--- src/rtl/eep_pkg.sv ---
package eep_pkg;
  typedef enum logic [2:0] {
    ST_IDLE,
    ST_DEV,
    ST_ADDR,
    ST_WDATA,
    ST_RD
  } eep_state_e;

  localparam logic [3:0] EEP_DEV_CODE = 4'b1010;
endpackage

--- src/rtl/eep_bus_sync.sv ---
module eep_bus_sync #(
  parameter int STAGES = 2
) (
  input  logic clk,
  input  logic rst_n,
  input  logic scl_i,
  input  logic sda_i,
  output logic scl_rise,
  output logic scl_fall,
  output logic start_evt,
  output logic stop_evt,
  output logic sda_lvl
);
  logic [STAGES-1:0] scl_pipe, sda_pipe;
  logic scl_q, sda_q, scl_s, sda_s;

  always_ff @(posedge clk or negedge rst_n) begin
    if (!rst_n) begin
      scl_pipe <= '1;
      sda_pipe <= '1;
      scl_q    <= 1'b1;
      sda_q    <= 1'b1;
    end else begin
      scl_pipe <= {scl_pipe[STAGES-2:0], scl_i};
      sda_pipe <= {sda_pipe[STAGES-2:0], sda_i};
      scl_q    <= scl_s;
      sda_q    <= sda_s;
    end
  end

  assign scl_s     = scl_pipe[STAGES-1];
  assign sda_s     = sda_pipe[STAGES-1];
  assign sda_lvl   = sda_s;
  assign scl_rise  = scl_s & ~scl_q;
  assign scl_fall  = ~scl_s & scl_q;
  assign start_evt = scl_s & scl_q & sda_q & ~sda_s;
  assign stop_evt  = scl_s & scl_q & ~sda_q & sda_s;
endmodule

--- src/rtl/eep_wcycle.sv ---
module eep_wcycle #(
  parameter int WR_CYCLES = 250000
) (
  input  logic clk,
  input  logic rst_n,
  input  logic go,
  output logic busy
);
  localparam int CW = $clog2(WR_CYCLES + 1);
  localparam logic [CW-1:0] LAST = CW'(WR_CYCLES - 1);

  logic [CW-1:0] cnt;

  always_ff @(posedge clk or negedge rst_n) begin
    if (!rst_n) begin
      busy <= 1'b0;
      cnt  <= '0;
    end else if (go) begin
      busy <= 1'b1;
      cnt  <= '0;
    end else if (busy) begin
      if (cnt == LAST) busy <= 1'b0;
      else             cnt  <= cnt + 1'b1;
    end
  end
endmodule

--- src/rtl/eep_i2c_slave.sv ---
module eep_i2c_slave
  import eep_pkg::*;
#(
  parameter int          ADDR_W      = 11,
  parameter int          PAGE_W      = 4,
  parameter int          WR_CYCLES   = 250000,
  parameter int          SYNC_STAGES = 2,
  parameter logic [3:0]  DEV_CODE    = EEP_DEV_CODE
) (
  input  logic              clk,
  input  logic              rst_n,
  input  logic              scl_i,
  input  logic              sda_i,
  input  logic              wp_i,
  output logic              sda_oe,
  output logic [ADDR_W-1:0] mem_addr,
  input  logic [7:0]        mem_rdata,
  output logic              pbuf_we,
  output logic [ADDR_W-1:0] pbuf_addr,
  output logic [7:0]        pbuf_wdata,
  output logic              pbuf_clr,
  output logic              wr_commit,
  output logic              busy
);
  localparam int HI_W = ADDR_W - 8;
  localparam logic [3:0] ACK_BIT = 4'd8;

  function automatic logic [ADDR_W-1:0] page_next(input logic [ADDR_W-1:0] a);
    return {a[ADDR_W-1:PAGE_W], a[PAGE_W-1:0] + 1'b1};
  endfunction

  function automatic logic [ADDR_W-1:0] read_next(input logic [ADDR_W-1:0] a);
    return a + 1'b1;
  endfunction

  function automatic logic dev_hit(input logic [7:0] b);
    return b[7:4] == DEV_CODE;
  endfunction

  logic scl_rise, scl_fall, start_evt, stop_evt, sda_lvl;

  eep_bus_sync #(.STAGES(SYNC_STAGES)) u_sync (
    .clk(clk), .rst_n(rst_n), .scl_i(scl_i), .sda_i(sda_i),
    .scl_rise(scl_rise), .scl_fall(scl_fall),
    .start_evt(start_evt), .stop_evt(stop_evt), .sda_lvl(sda_lvl)
  );

  eep_wcycle #(.WR_CYCLES(WR_CYCLES)) u_wcyc (
    .clk(clk), .rst_n(rst_n), .go(wr_commit), .busy(busy)
  );

  eep_state_e        st, nxt;
  logic [3:0]        cnt;
  logic              ackph;
  logic [7:0]        sh, tx;
  logic [ADDR_W-1:0] addr;
  logic              wp_lat, first_d, have_data;

  assign mem_addr = addr;

  always_ff @(posedge clk or negedge rst_n) begin
    if (!rst_n) begin
      st         <= ST_IDLE;
      nxt        <= ST_IDLE;
      cnt        <= '0;
      ackph      <= 1'b0;
      sh         <= '0;
      tx         <= '0;
      addr       <= '0;
      wp_lat     <= 1'b0;
      first_d    <= 1'b0;
      have_data  <= 1'b0;
      sda_oe     <= 1'b0;
      pbuf_we    <= 1'b0;
      pbuf_addr  <= '0;
      pbuf_wdata <= '0;
      pbuf_clr   <= 1'b0;
      wr_commit  <= 1'b0;
    end else begin
      pbuf_we   <= 1'b0;
      pbuf_clr  <= 1'b0;
      wr_commit <= 1'b0;
      if (start_evt) begin
        st        <= ST_DEV;
        cnt       <= '0;
        ackph     <= 1'b0;
        sda_oe    <= 1'b0;
        pbuf_clr  <= have_data;
        have_data <= 1'b0;
      end else if (stop_evt) begin
        st        <= ST_IDLE;
        ackph     <= 1'b0;
        sda_oe    <= 1'b0;
        wr_commit <= have_data;
        have_data <= 1'b0;
      end else if (st == ST_RD) begin
        if (scl_rise) begin
          if (cnt != ACK_BIT) cnt <= cnt + 1'b1;
          else begin
            addr <= read_next(addr);
            if (sda_lvl) st  <= ST_IDLE;
            else         cnt <= '0;
          end
        end else if (scl_fall) begin
          if (cnt == 4'd0) begin
            tx     <= mem_rdata;
            sda_oe <= ~mem_rdata[7];
          end else if (cnt < ACK_BIT) begin
            sda_oe <= ~tx[3'(4'd7 - cnt)];
          end else begin
            sda_oe <= 1'b0;
          end
        end
      end else if (st != ST_IDLE) begin
        if (scl_rise && !ackph && cnt != ACK_BIT) begin
          sh  <= {sh[6:0], sda_lvl};
          cnt <= cnt + 1'b1;
        end else if (scl_fall && ackph) begin
          sda_oe <= 1'b0;
          ackph  <= 1'b0;
          cnt    <= '0;
          st     <= nxt;
          if (st == ST_ADDR) wp_lat <= wp_i;
          if (nxt == ST_RD) begin
            tx     <= mem_rdata;
            sda_oe <= ~mem_rdata[7];
          end
        end else if (scl_fall && cnt == ACK_BIT) begin
          case (st)
            ST_DEV: begin
              if (dev_hit(sh) && !busy) begin
                addr[ADDR_W-1:8] <= sh[HI_W:1];
                nxt    <= sh[0] ? ST_RD : ST_ADDR;
                sda_oe <= 1'b1;
                ackph  <= 1'b1;
              end else begin
                st <= ST_IDLE;
              end
            end
            ST_ADDR: begin
              addr[7:0] <= sh;
              nxt       <= ST_WDATA;
              first_d   <= 1'b1;
              sda_oe    <= 1'b1;
              ackph     <= 1'b1;
            end
            ST_WDATA: begin
              if (first_d && wp_lat) begin
                st <= ST_IDLE;
              end else begin
                pbuf_we    <= 1'b1;
                pbuf_addr  <= addr;
                pbuf_wdata <= sh;
                addr       <= page_next(addr);
                have_data  <= 1'b1;
                first_d    <= 1'b0;
                nxt        <= ST_WDATA;
                sda_oe     <= 1'b1;
                ackph      <= 1'b1;
              end
            end
            default: st <= ST_IDLE;
          endcase
        end
      end
    end
  end
endmodule

--- config.mk ---
export PLATFORM = sky130hd
export DESIGN_NAME = eep_i2c_slave
export DESIGN_NICKNAME = d
export VERILOG_FILES = /design/src/rtl/eep_pkg.sv /design/src/rtl/eep_bus_sync.sv /design/src/rtl/eep_wcycle.sv /design/src/rtl/eep_i2c_slave.sv
export SDC_FILE = /design/constraint.sdc
export NUM_CORES = 1
export LEC_CHECK = 0
export ABC_CLOCK_PERIOD_IN_PS = 4900
export BUFFER_PORTS_ARGS = -buffer_cell sky130_fd_sc_hd__buf_2
export CAP_MARGIN = 20
export CORE_UTILIZATION = 45
export CTS_CLUSTER_SIZE = 20
export DETAILED_ROUTE_END_ITERATION = 6
export HOLD_SLACK_MARGIN = 0.03
export SYNTH_ARGS = -nofsm -noshare
export SYNTH_HDL_FRONTEND = slang
export SYNTH_SLANG_ARGS = --single-unit
--- constraint.sdc ---
create_clock -name clk -period 4.9 [get_ports clk]
set_input_delay 0 -clock clk [delete_from_list [all_inputs] [get_ports clk]]
set_output_delay 0 -clock clk [all_outputs]
set_load 0.03 [all_outputs]
==> summary.txt <==
Cells and area
  – Footprint of the multi-input gates: slightly below 2000 µm²
  – Antenna Cells: 0
  – Final Non-Filler Cells: between 500 and 600
  – Layout cells sized above 1: 0.249
  – Fillcell total: ~860
  – Final nets: between 400 and 500
  – Area growth, synth to finish: 15.4%
  – FF/Latch Area: ~2200 µm²

STA
  – FMAX: 393 MHz
  – Rel. slew slack: 0.285
  – RSZ-0062 raised after global routing: no
  – Tcrit/Tclk final: 0.519
  – Fin. max-slew vios: 0
  – Final min period: 2.54 ns
  – Setup violators final: 0
  – Clock skew: ~0.011 ns
  – Final TNS setup: 0 ns
  – Worst slew pin tran: around 1.1 ns
  – Final Hold Fails: 0

Clock tree
  – CTS tree: done
  – Post-CTS Hold Buffers: 12
  – # resized after CTS: 0
  – Root buf cell: clkbuf_8
  – Number of clock sinks: between 80 and 90
  – Worst-case clock buffer depth: 2
  – CTS clk-pin slew, worst paths: approximately 0.09 ns
  – Inserted Clock Buffers: 9
  – H-tree depth: 3
  – Clk Latency, worst-skew pair: about 0.36 ns
  – Postcts setup bufs: 0

Min path
  – Hold Path Class: in -> async

Critical path
  – WS Path Type: reg -> reg
  – Arrival time of the worst setup path: about 2.8 ns
  – Cell chain of the critical path: or3b_1 -> mux2_2 -> nand2_1 -> a211oi_2 -> a21bo_2 -> a22o_1
  – Slowest CP cell: or3b_1
  – CP Max Fanout: 15
  – Critical Path RT: 5.15 ns
  – CP Launch Type: flip-flop
  – Crit. End Element: flip-flop
  – CP max stage delay: around 0.64 ns

Route
  – DRT Wirelength: slightly below 9000 µm
  – Residual DRC count: 0
  – WL/cell: 15.0 µm
  – Drt first-iter violations: between 100 and 150
  – Drt first pass iters: 4
  – Via count: slightly above 3000
  – Routed Antenna Nets: 0
  – Vias/cell: between 5 and 6

Floorplan
  – Initial Util: 0.466
  – Chip Width: 100 µm
  – Cell Rows: 35
  – Core ar.: 9280 µm²
  – Die ar.: ~10000 µm²
  – IO Pins: 48
  – Die H: about 100 µm

Synthesis
  – Syn nets: 414
  – Synth warn: 0
  – Async SR Flop Fraction: 1.00
  – Ys flop type: dfrtp_1
  – Unique cell type count in the Yosys netlist: between 60 and 70
  – Post-synth EDFFs: 0
  – Avg Cell Area, Syn: 10.9 µm²
  – Post-Synthesis Cells: 397
  – Mapped Area: approximately 4300 µm²
  – Post-synthesis register bit count: 89
  – Sequential-to-total area share from yosys stat: 0.516

Status
  – Outcome: completed

Global route
  – First-pass GRT wire length: about 15000 µm
  – Gr usage total: 0.191
  – Total congestion overflow: 0
  – Initial antenna violation count: 0
  – Number of global-route vias before repair: approximately 3200
  – Largest net degree at the start of global routing: 56

Placement
  – Post-detail-place hpwl: ~6100 µm
  – Routability Congestion: ~0.89
  – Placed cells: roughly 560
  – I/O Buffers: 47

Pwr
  – Leakage: between 2 and 2.5 nW
  – Peak VDD IR: around 0.13 mV
  – PwrDens: 283 nW/µm²

Flow run
  – Max cap viols: 0
-- cell usage after synthesis (all sizes together) (3+ instances only) --
cell	instances	area [µm²]
nand3	18	95.1
a31oi	5	31.3
nor2	28	105
a21oi	13	65.1
nor3	9	50.1
dfrtp	83	2080
o22ai	4	25.0
clkbuf	7	26.3
o21ai	22	110
and3	9	56.3
inv	8	30.0
dfstp	6	158
nand2	48	180
mux2	37	454
nor2b	4	25.0
xor2	8	70.1
or3	3	18.8
o31ai	3	22.5
nor3b	4	30.0
mux2i	3	30.0
buf	9	53.8
xnor2	8	70.1
o211ai	3	22.5
a22o	5	43.8
nand2b	6	37.5
nand4	4	25.0
ha	4	50.1
-- routing by layer --
metal  wire [µm]  global-route usage  vias to the layer above
li1            -                   -                     1538
met1        4440               0.271                     1520
met3         275              0.0306                       10
met2        3930               0.300                       50
met4         131              0.0691                        0
met5           0                   0                        -
-- path summary, 6_finish.rpt --
path / from / to / slack [ns] / cells after the start
max: st[2]$_DFFE_PN0P_ / mem_addr[10]$_DFFE_PN0P_ / 2.36 / 6
min: rst_n / u_wcyc.cnt[8]$_DFFE_PN0P_ / 0.12 / 2
max reg2reg: st[2]$_DFFE_PN0P_ / mem_addr[10]$_DFFE_PN0P_ / 2.36 / 6
min reg2reg: u_sync.sda_pipe[0]$_DFF_PN1_ / u_sync.sda_pipe[1]$_DFF_PN1_ / 0.35 / 0
max in group asynchronous: rst_n / st[0]$_DFFE_PN0P_ / 3.71 / 3
min in group clk: sda_i / u_sync.sda_pipe[0]$_DFF_PN1_ / 0.29 / 2
-- per-stage QoR --
stage	instance area, µm²	hold WS [ns]	total power, W	utilization	worst slack, ns
after floorplan	4330	-0.296	0.000832	-	2.78
after global placement	4660	-0.0217	0.000865	0.502	2.43
after detailed placement	4660	-0.0181	0.000866	0.502	2.38
after CTS	5000	0.145	0.00143	0.538	2.36
after global routing	5000	0.161	0.00148	0.538	2.09
final	5000	0.122	0.00142	0.538	2.36
-- placed cells by master, fill, tap and decap left out, types with 5 or more instances in the layout --
cell type / n
mux2_2: 23
mux2_4: 10
and3_1: 9
xnor2_1: 8
xor2_1: 8
nor2_1: 28
nand3_1: 17
dlygate4sd3_1: 12
a22o_1: 5
a31oi_1: 5
o21ai_0: 22
nand2b_1: 6
a21oi_1: 13
buf_2: 46
dfrtp_1: 83
clkbuf_8: 10
dfstp_2: 6
nor3_1: 8
inv_1: 8
nand2_1: 48
-- logic make-up (layout without fill, tap and decap cells) --
logic type,count (synthesis),count (layout),synth area share
adders and majority gates,4,4,0.0116
DFF,89,89,0.516
xor gates and xnor gates,16,16,0.0324
buffers and inverters,24,84,0.0254
AOI/OAI and AO/OA,74,74,0.118
and+or+nand+nor,148,148,0.174
muxes,42,42,0.122
-- critical path: cells and delay by family (launching register included) --
| family | cells | cell delay (ns) |
|---|---|---|
| AOI/OAI and AO/OA | 3 | 0.82 |
| DFF | 1 | 0.56 |
| muxes | 1 | 0.32 |
| and+or+nand+nor | 2 | 0.74 |
-- sequential cells by signal (all words and copies together) (netlist names) --
| register | flops |
|---|---|
| u_sync.scl_pipe | 2 |
| pbuf_wdata | 8 |
| first_d | 1 |
| sda_oe | 1 |
| st | 3 |
| pbuf_we | 1 |
| pbuf_addr | 11 |
| pbuf_clr | 1 |
| cnt | 4 |
| ackph | 1 |
| sh | 8 |
| u_sync.sda_q | 1 |
| tx | 8 |
| u_wcyc.cnt | 18 |
| mem_addr | 11 |
| u_wcyc.busy | 1 |
| wr_commit | 1 |
| have_data | 1 |
| wp_lat | 1 |
| u_sync.sda_pipe | 2 |
| nxt | 3 |
| u_sync.scl_q | 1 |
-- power breakdown --
group / total [W] / internal [W] / switching, W
Sequential: 0.000776 / 0.000751 / 0.0000245
Clock: 0.000559 / 0.000302 / 0.000257
Combinational: 0.0000814 / 0.0000387 / 0.0000427
-- area by class of cell --
class                      count  area share
sequential                    89       0.447
multi-input combinational    284       0.397
timing repair buffer          60      0.0731
tap                          129      0.0323
clock buffer                  11      0.0283
clock inverter                 5      0.0158
inverter                       8     0.00601
Power figures use the tool's default switching activity.
